$ cat src/rtl/ahbl_sm_pkg.sv
package ahbl_sm_pkg;
   typedef enum logic [1:0] {ST_IDLE, ST_ADDR, ST_DATA} sm_state_e;
   localparam logic [1:0] TR_IDLE      = 2'b00;
   localparam logic [1:0] TR_NONSEQ    = 2'b10;
   localparam logic [2:0] BURST_SINGLE = 3'b000;
endpackage

$ cat src/rtl/ahbl_sm_ctrl.sv
module ahbl_sm_ctrl
   import ahbl_sm_pkg::*;
(
   input  logic clk,
   input  logic rst_n,
   input  logic req,
   input  logic hready,
   output logic accept,
   output logic addr_ph,
   output logic data_ph,
   output logic complete,
   output logic busy,
   output logic done
);
   sm_state_e st_q, st_d;

   assign accept   = (st_q == ST_IDLE) && req;
   assign addr_ph  = (st_q == ST_ADDR);
   assign data_ph  = (st_q == ST_DATA);
   assign complete = data_ph && hready;
   assign busy     = (st_q != ST_IDLE);

   always_comb begin
      st_d = st_q;
      case (st_q)
         ST_IDLE: if (req)    st_d = ST_ADDR;
         ST_ADDR: if (hready) st_d = ST_DATA;
         ST_DATA: if (hready) st_d = ST_IDLE;
         default:             st_d = ST_IDLE;
      endcase
   end

   always_ff @(posedge clk) begin
      if (!rst_n) begin
         st_q <= ST_IDLE;
         done <= 1'b0;
      end else begin
         st_q <= st_d;
         done <= complete;
      end
   end


   done_pulse_chk: assert property (@(posedge clk) disable iff (!rst_n)
      done |=> !done);

   wait_extends_chk: assert property (@(posedge clk) disable iff (!rst_n)
      (data_ph && !hready) |=> (data_ph && !done));
endmodule

$ cat src/rtl/ahbl_sm_hold.sv
module ahbl_sm_hold #(
   parameter int  AW           = 32,
   parameter int  DW           = 32,
   parameter bit  ERR_ZERO_RD  = 1'b0
) (
   input  logic          clk,
   input  logic          rst_n,
   input  logic          accept,
   input  logic          complete,
   input  logic          wr_in,
   input  logic [AW-1:0] addr_in,
   input  logic [DW-1:0] wdata_in,
   input  logic          hresp,
   input  logic [DW-1:0] hrdata,
   output logic [AW-1:0] haddr,
   output logic          hwrite,
   output logic [DW-1:0] hwdata,
   output logic [DW-1:0] rdata,
   output logic          err
);
   logic rd_ok, rd_bad;
   assign rd_ok  = complete && !hwrite && !hresp;
   assign rd_bad = complete && !hwrite && hresp;

   always_ff @(posedge clk) begin
      if (!rst_n) begin
         haddr  <= '0;
         hwrite <= 1'b0;
         hwdata <= '0;
         err    <= 1'b0;
      end else if (accept) begin
         haddr  <= addr_in;
         hwrite <= wr_in;
         hwdata <= wdata_in;
         err    <= 1'b0;
      end else if (complete) begin
         err    <= hresp;
      end
   end

   generate
      if (ERR_ZERO_RD) begin : g_rd_zero
         always_ff @(posedge clk) begin
            if (!rst_n)      rdata <= '0;
            else if (rd_ok)  rdata <= hrdata;
            else if (rd_bad) rdata <= '0;
         end
      end else begin : g_rd_keep
         always_ff @(posedge clk) begin
            if (!rst_n)     rdata <= '0;
            else if (rd_ok) rdata <= hrdata;
         end
      end
   endgenerate


   wdata_hold_chk: assert property (@(posedge clk) disable iff (!rst_n)
      !accept |=> $stable(hwdata));

   rdata_capture_chk: assert property (@(posedge clk) disable iff (!rst_n)
      !complete |=> $stable(rdata));
endmodule

$ cat src/rtl/ahbl_single_master.sv
module ahbl_single_master
   import ahbl_sm_pkg::*;
#(
   parameter int AW          = 32,
   parameter int DW          = 32,
   parameter bit ERR_ZERO_RD = 1'b0
) (
   input  logic          hclk,
   input  logic          hresetn,
   input  logic          usr_req,
   input  logic          usr_wr,
   input  logic [AW-1:0] usr_addr,
   input  logic [DW-1:0] usr_wdata,
   output logic          usr_busy,
   output logic          usr_done,
   output logic [DW-1:0] usr_rdata,
   output logic          usr_err,
   output logic [AW-1:0] haddr,
   output logic          hwrite,
   output logic [1:0]    htrans,
   output logic [2:0]    hsize,
   output logic [2:0]    hburst,
   output logic [DW-1:0] hwdata,
   input  logic          hready,
   input  logic          hresp,
   input  logic [DW-1:0] hrdata
);
   localparam int          BYTES     = DW / 8;
   localparam logic [2:0]  SIZE_CODE = 3'($clog2(BYTES));

   generate
      if (DW < 8 || DW > 1024 || (DW & (DW - 1)) != 0) begin : g_bad_dw
         $error("data width must be a power of two from 8 to 1024");
      end
      if (AW < 1 || AW > 64) begin : g_bad_aw
         $error("address width must be 1 to 64");
      end
   endgenerate

   logic accept, addr_ph, data_ph, complete;

   ahbl_sm_ctrl u_ctrl (
      .clk      (hclk),
      .rst_n    (hresetn),
      .req      (usr_req),
      .hready   (hready),
      .accept   (accept),
      .addr_ph  (addr_ph),
      .data_ph  (data_ph),
      .complete (complete),
      .busy     (usr_busy),
      .done     (usr_done)
   );

   ahbl_sm_hold #(.AW(AW), .DW(DW), .ERR_ZERO_RD(ERR_ZERO_RD)) u_hold (
      .clk      (hclk),
      .rst_n    (hresetn),
      .accept   (accept),
      .complete (complete),
      .wr_in    (usr_wr),
      .addr_in  (usr_addr),
      .wdata_in (usr_wdata),
      .hresp    (hresp),
      .hrdata   (hrdata),
      .haddr    (haddr),
      .hwrite   (hwrite),
      .hwdata   (hwdata),
      .rdata    (usr_rdata),
      .err      (usr_err)
   );

   assign htrans = addr_ph ? TR_NONSEQ : TR_IDLE;
   assign hsize  = SIZE_CODE;
   assign hburst = BURST_SINGLE;


   addr_hold_chk: assert property (@(posedge hclk) disable iff (!hresetn)
      (htrans == TR_NONSEQ && !hready) |=>
         (htrans == TR_NONSEQ && $stable(haddr) && $stable(hwrite)));

   single_beat_chk: assert property (@(posedge hclk) disable iff (!hresetn)
      (htrans == TR_NONSEQ && hready) |=> (htrans == TR_IDLE));

   busy_ignore_chk: assert property (@(posedge hclk) disable iff (!hresetn)
      usr_busy |=> $stable(haddr));

   err_with_done_chk: assert property (@(posedge hclk) disable iff (!hresetn)
      $rose(usr_err) |-> usr_done);

   start_chk: assert property (@(posedge hclk) disable iff (!hresetn)
      (!usr_busy && usr_req) |=> (htrans == TR_NONSEQ && usr_busy));
endmodule

$ cat config.mk
export PLATFORM = sky130hd
export DESIGN_NAME = ahbl_single_master
export DESIGN_NICKNAME = d
export VERILOG_FILES = /design/src/rtl/ahbl_sm_pkg.sv /design/src/rtl/ahbl_sm_ctrl.sv /design/src/rtl/ahbl_sm_hold.sv /design/src/rtl/ahbl_single_master.sv
export SDC_FILE = /design/constraint.sdc
export NUM_CORES = 1
export LEC_CHECK = 0
export BUFFER_PORTS_ARGS = -buffer_cell sky130_fd_sc_hd__buf_2
export CAP_MARGIN = 20
export CORE_ASPECT_RATIO = 0.75
export CORE_MARGIN = 2
export CORE_UTILIZATION = 44
export DETAILED_ROUTE_END_ITERATION = 12
export HOLD_SLACK_MARGIN = 0.03
export PLACE_DENSITY = 0.8
export SETUP_SLACK_MARGIN = 0.2
export SKIP_CTS_REPAIR_TIMING = 1
export SLEW_MARGIN = 40
export SYNTH_ARGS = -nofsm -noshare
export SYNTH_HDL_FRONTEND = slang
export SYNTH_SLANG_ARGS = --single-unit
$ cat constraint.sdc
create_clock -name hclk -period 1.7 [get_ports hclk]
set_clock_uncertainty 0.2 [all_clocks]
set_input_delay 0.085 -clock hclk [delete_from_list [all_inputs] [get_ports hclk]]
set_output_delay 0.085 -clock hclk [all_outputs]
set_load 0.01 [all_outputs]
# == After elaboration in Yosys (flattened, before gate mapping) ==
# Index checks and enable logic that the tools add are counted.
# word_totals
register_bits,101
latchBits,0
ramBits,0
rom_bits,0
out_inout_bits,108
mem_count,0
# classes
add_sub_neg,0
multipliers,0
div,0
n_lt_le_gt_ge,0
eq_ne,5
shift,0
n_mux,5
n_bitwise,1
n_reduce_logical,10
# ops
op,n
2-to-1 mux 2 bit,4
"!= test 2 bit, second input constant",3
one-hot mux 2 bit (3 select lines),1
logical AND 1 bit,4
AND reduction 3 bit,1
"equality test 2 x 1 -> 1 bit, second input constant",1
"equality test 2 bit, second input constant",1
logical NOT 1 bit,2
logical NOT 2 bit,1
nonzero test 2 bit,1
OR reduction 2 bit,1
inverter 1 bit,1

# == Depth between registers and ports, before layout ==
# logic_depth
depth_word,4
ltp_mapped,5
depth_no_buf,3

# == By module ==
# Synthesis repeated with hierarchy kept, for this count alone.
# unflattened
cells_unflattened,378
area_unflattened_um2,4067.7
# modules_own_cells
module,instances,cells_each,area_each_um2,seq_area_each_um2
ahbl_sm_hold,1,353,3853.7,1961.9
ahbl_sm_ctrl,1,15,146.4,60.1
ahbl_single_master,1,10,67.6,0.0

# == Worst setup path before layout ==
# OpenSTA, ideal clock, no wires.
# synth_path
path_type,reg-to-reg
from,register u_ctrl.st_q[1]
to,register u_hold.haddr[13]
arrival_ns,1.180
required_ns,1.368
setup_slack_ns,0.188
stages_incl_launch_ff,6
n_path_buf,2
period_less_slack_ns,1.512
cell_sequence,dfxtp_1 -> or3b_1 -> buf_2 -> buf_2 -> nand2_1 -> a21oi_1
# synth_between
elab_chain_len,2
# synth_lines
element,line,text
start: declaration,ahbl_sm_ctrl.sv:15,"sm_state_e st_q, st_d;"
start signal: assignment,ahbl_sm_ctrl.sv:38,st_q <= st_d;
logical NOT 2 bit,ahbl_sm_ctrl.sv:17,assign accept = (st_q == ST_IDLE) && req;
logical AND 1 bit,ahbl_sm_ctrl.sv:17,
end signal: assignment,ahbl_sm_hold.sv:32,haddr <= addr_in;
end: declaration,ahbl_sm_hold.sv:15,"output logic [AW-1:0] haddr,"
# Every way passes these cells.
# A chain may end at the register's enable or synchronous reset.

# == Final worst setup path ==
# layout_path
from,register u_ctrl.st_q[0]
to,register u_hold.rdata[6]
# layout_between
elab_chain_len,4
# layout_lines
element,line,text
equality test 2 bit,ahbl_sm_ctrl.sv:19,assign data_ph = (st_q == ST_DATA);
logical AND 1 bit,ahbl_sm_ctrl.sv:20,assign complete = data_ph && hready;
logical AND 1 bit (2 in a row),ahbl_sm_hold.sv:22,assign rd_ok = complete && !hwrite && !hresp;
end signal: assignment,ahbl_sm_hold.sv:51,else if (rd_ok) rdata <= hrdata;
end: declaration,ahbl_sm_hold.sv:18,"output logic [DW-1:0] rdata,"
# Every way passes these cells.

==> Flow_metrics.wiki <==
{| class="wikitable"
! Metric !! Value
|-
| Power density of the placed cells || roughly 890 mW/mm^2
|-
| Post-placement cell count || between 700 and 800
|-
| Logic depth of the worst path, buffers included || 5
|-
| Routed vias || between 4000 and 5000
|-
| Startpoint-to-endpoint class of the critical path || register to register
|-
| Violations in the final reports || negative hold slack
|-
| H-tree depth reported by CTS || 3
|-
| Max-capacitance violation count || 0
|-
| Site row count || 29
|-
| Capturing element type of the critical path || register
|-
| Fraction of layout cells with a size suffix above 1 || between 30% and 40%
|-
| Sink count of the clock tree || a little over 100
|-
| Synth Warn # || 0
|-
| Overall fraction of global-route tracks in use || approximately a fifth
|-
| Maximum fanout count along the critical path || 8
|-
| Post-synth EDFFs || 0
|-
| Share of synthesized area occupied by flip-flops and latches || roughly 54%
|-
| Top cell types by occurrence after synthesis || nand2_1 (194), dfxtp_1 (101), a21oi_1 (66)
|-
| Clock latency on the worst-skew pair || around 0.33 ns
|-
| Worst Hold Launch || hready
|-
| Post-place setup slack || about 0.054 ns
|-
| Instance area at placement || between 0.004 and 0.005 sq mm
|-
| Clock buffer depth || 2
|-
| CTS tree || done
|-
| Crit path DAT || around 1.7 ns
|-
| Number of synthesized register bits || between 100 and 150
|-
| Most frequent cell after synthesis || nand2_1
|-
| Gate Count Post-Synth || 448
|-
| Worst-case reg-to-reg path depth || 5
|-
| Half-perimeter wire length after placement || 6850 um
|-
| Static Leakage || around 0.0031 uW
|-
| Startpoint type of the worst setup path || register
|-
| Signed area change from the synthesized netlist to the final layout || 78.0%
|-
| Setup repair after global routing missed its margin || yes
|-
| CP max-delay cell || dfxtp_4
|-
| CP top delay family || simple AND/OR/NAND/NOR gates
|-
| Final clock period utilization by the worst path || 94.8%
|-
| Routed length per placed instance || ~17 um
|-
| Worst Tran Pin Value || about 0.60 ns
|-
| Number of antenna violations at the first check in global routing || 0
|-
| Number of nets in the layout || 851
|-
| Wire length of the first global-routing pass || 14800 um
|-
| PnR worst setup slack || between 0.08 and 0.09 ns
|-
| Vias in the first global route || around 3300
|-
| Average size of a mapped cell || 8.31 sq um
|-
| Longest individual stage delay on the worst path || ~0.37 ns
|-
| TritonCTS Buffers || 9
|-
| Total I/O pin count || 210
|-
| Die width || 110 um
|-
| Worst slack on hold paths || -0.121 ns
|-
| Top cells by area, synth || dfxtp_1 (54%), nand2_1 (20%), a21oi_1 (8.9%), mux2i_1 (8.9%), buf_4 (1.6%)
|-
| Proportion of synthesized flip-flops having asynchronous set or reset || 0%
|-
| 1st-pass router iterations || 4
|-
| Tightest slew margin relative to the limit || 60.2%
|-
| Launch point of the worst path || u_ctrl.st_q[0]
|-
| Effective utilization at floorplan || 44.6%
|-
| Area of the core region || 0.00835 sq mm
|-
| Total wire length after detailed routing || 14700 um
|-
| Count of distinct cell types in the synthesized netlist || 21
|-
| Final Setup Violations || 0
|-
| Sequence of cells on the critical path || nand3b_4 > nor3_4 > buf_12 > clkbuf_16 > mux2i_1
|-
| Number of remaining DRC errors || 0
|-
| Global-route congestion overflow total || 0
|-
| Cell at the root of the clock tree || clkbuf_16
|-
| Clock transition at path regs || approximately 0.07 ns
|-
| Mapped cell area || between 0.003 and 0.004 sq mm
|-
| Maximum resistive drop on vdd || ~750 uV
|-
| Reg-to-reg setup timing slack || just under 0.09 ns
|-
| Largest net degree at the start of global routing || 65
|-
| Hold Crit Endpoint || u_ctrl.st_q[1]
|-
| Share of the synthesized area in the top cell type || a little over half
|-
| Reg2reg end || u_hold.rdata[6]
|-
| Hold/Removal Path Class || input pin to register
|-
| Number of DRC markers in iteration 0 || roughly 210
|-
| Die height || between 80 and 90 um
|-
| Final count of hold timing violations || 3
|-
| Data required time of the worst path || between 1.5 and 2 ns
|-
| Fin area || 0.00663 sq mm
|-
| Final critical-path required period || ~1.6 ns
|-
| Number of stages on the worst hold path || 3
|-
| Final GP Congestion || just under 0.8
|-
| Worst R2R Start || u_ctrl.st_q[0]
|-
| Post-synthesis cell type with the largest combined area || dfxtp_1
|-
| Worst path bufs/invs || 2
|-
| Total Neg Setup Slack || 0 ns
|-
| Pins over their slew limit || 0
|-
| Via-per-instance ratio || between 5 and 6
|-
| Max Freq || between 600 and 700 MHz
|-
| Run status || complete, but fails checks
|-
| Buffers on Ports || about 200
|-
| Die Footprint || ~0.009 sq mm
|-
| Post-route antenna net violation count || 0
|-
| Number of standard cells in the layout, taps in and fillers out || roughly 860
|-
| Final antenna diode count || 0
|-
| Leading register cell type out of synthesis || dfxtp_1
|}
registers in the layout, summed over array words and instances, names as in the netlist:
signal / flops
u_ctrl.done: 1
u_ctrl.st_q: 2
u_hold.err: 1
u_hold.haddr: 32
u_hold.hwdata: 32
u_hold.hwrite: 1
u_hold.rdata: 32
per-layer routing:
metal  track usage, %  share of wire (%)  wire length [um]  vias up
met5                0                  0                 0        -
met4             8.75                4.6               678        0
met3             5.78                7.2              1060       67
met2             34.4                 51              7500      256
met1             22.9                 37              5430     2017
li1                 -                  -                 -     2026
cells in the final DEF (no fill, tap or decap), types with 11 or more instances in the layout:
cell	n
nand2_1	172
a21oi_1	41
nand2_2	11
dfxtp_1	99
buf_2	202
nand2_4	11
clkbuf_16	14
a21oi_2	25
mux2i_1	32
dlygate4sd3_1	98
power breakdown:
group          total (uW)  switching [uW]  internal, uW
combinational        1040             520           519
clock                2320             880          1440
sequential           2540            63.0          2470
total                5900            1460          4440
tightest hold or removal path: stages:
cell     delay, ns
buf_2         0.13
a22oi_1       0.09
nor2_1        0.07
worst max path at each step:
stage | to | slack, ns
after floorplan | u_hold.haddr[13] | 0.21
after global placement | u_hold.hwrite | 0.11
after detailed placement | u_hold.rdata[7] | 0.05
after CTS | u_hold.rdata[7] | 0.04
after global routing | u_hold.haddr[1] | 0.06
final | u_hold.rdata[6] | 0.09
per-stage QoR:
step	hold WS [ns]	utilization, %	total power, uW
detailed placement	0.131	57.5	3220
CTS	-0.233	61.7	5530
global placement	0.125	57.5	3200
global route	-0.117	79.4	6130
finish	-0.121	79.4	5900
floorplan	0.0210	-	2930
area by class of cell:
class                           count  area, sq um
Fill cell                         516         1720
Clock buffer                        9          225
Timing Repair Buffer              324         2380
Sequential cell                   101         2030
Clock inverter                      7          121
Multi-Input combinational cell    312         1730
Inverter                            1         3.75
Tap cell                          108          135
cells by family after synthesis:
| logic type | share of synthesized area, % |
|---|---|
| AND/OR/NAND/NOR | 21.8 |
| flip-flops | 54.3 |
| AO/OA/AOI/OAI | 9.07 |
| buffers and inverters | 5.78 |
| multiplexers | 8.87 |
| other | 0.202 |
No activity file was read; power rests on OpenSTA's default activity.
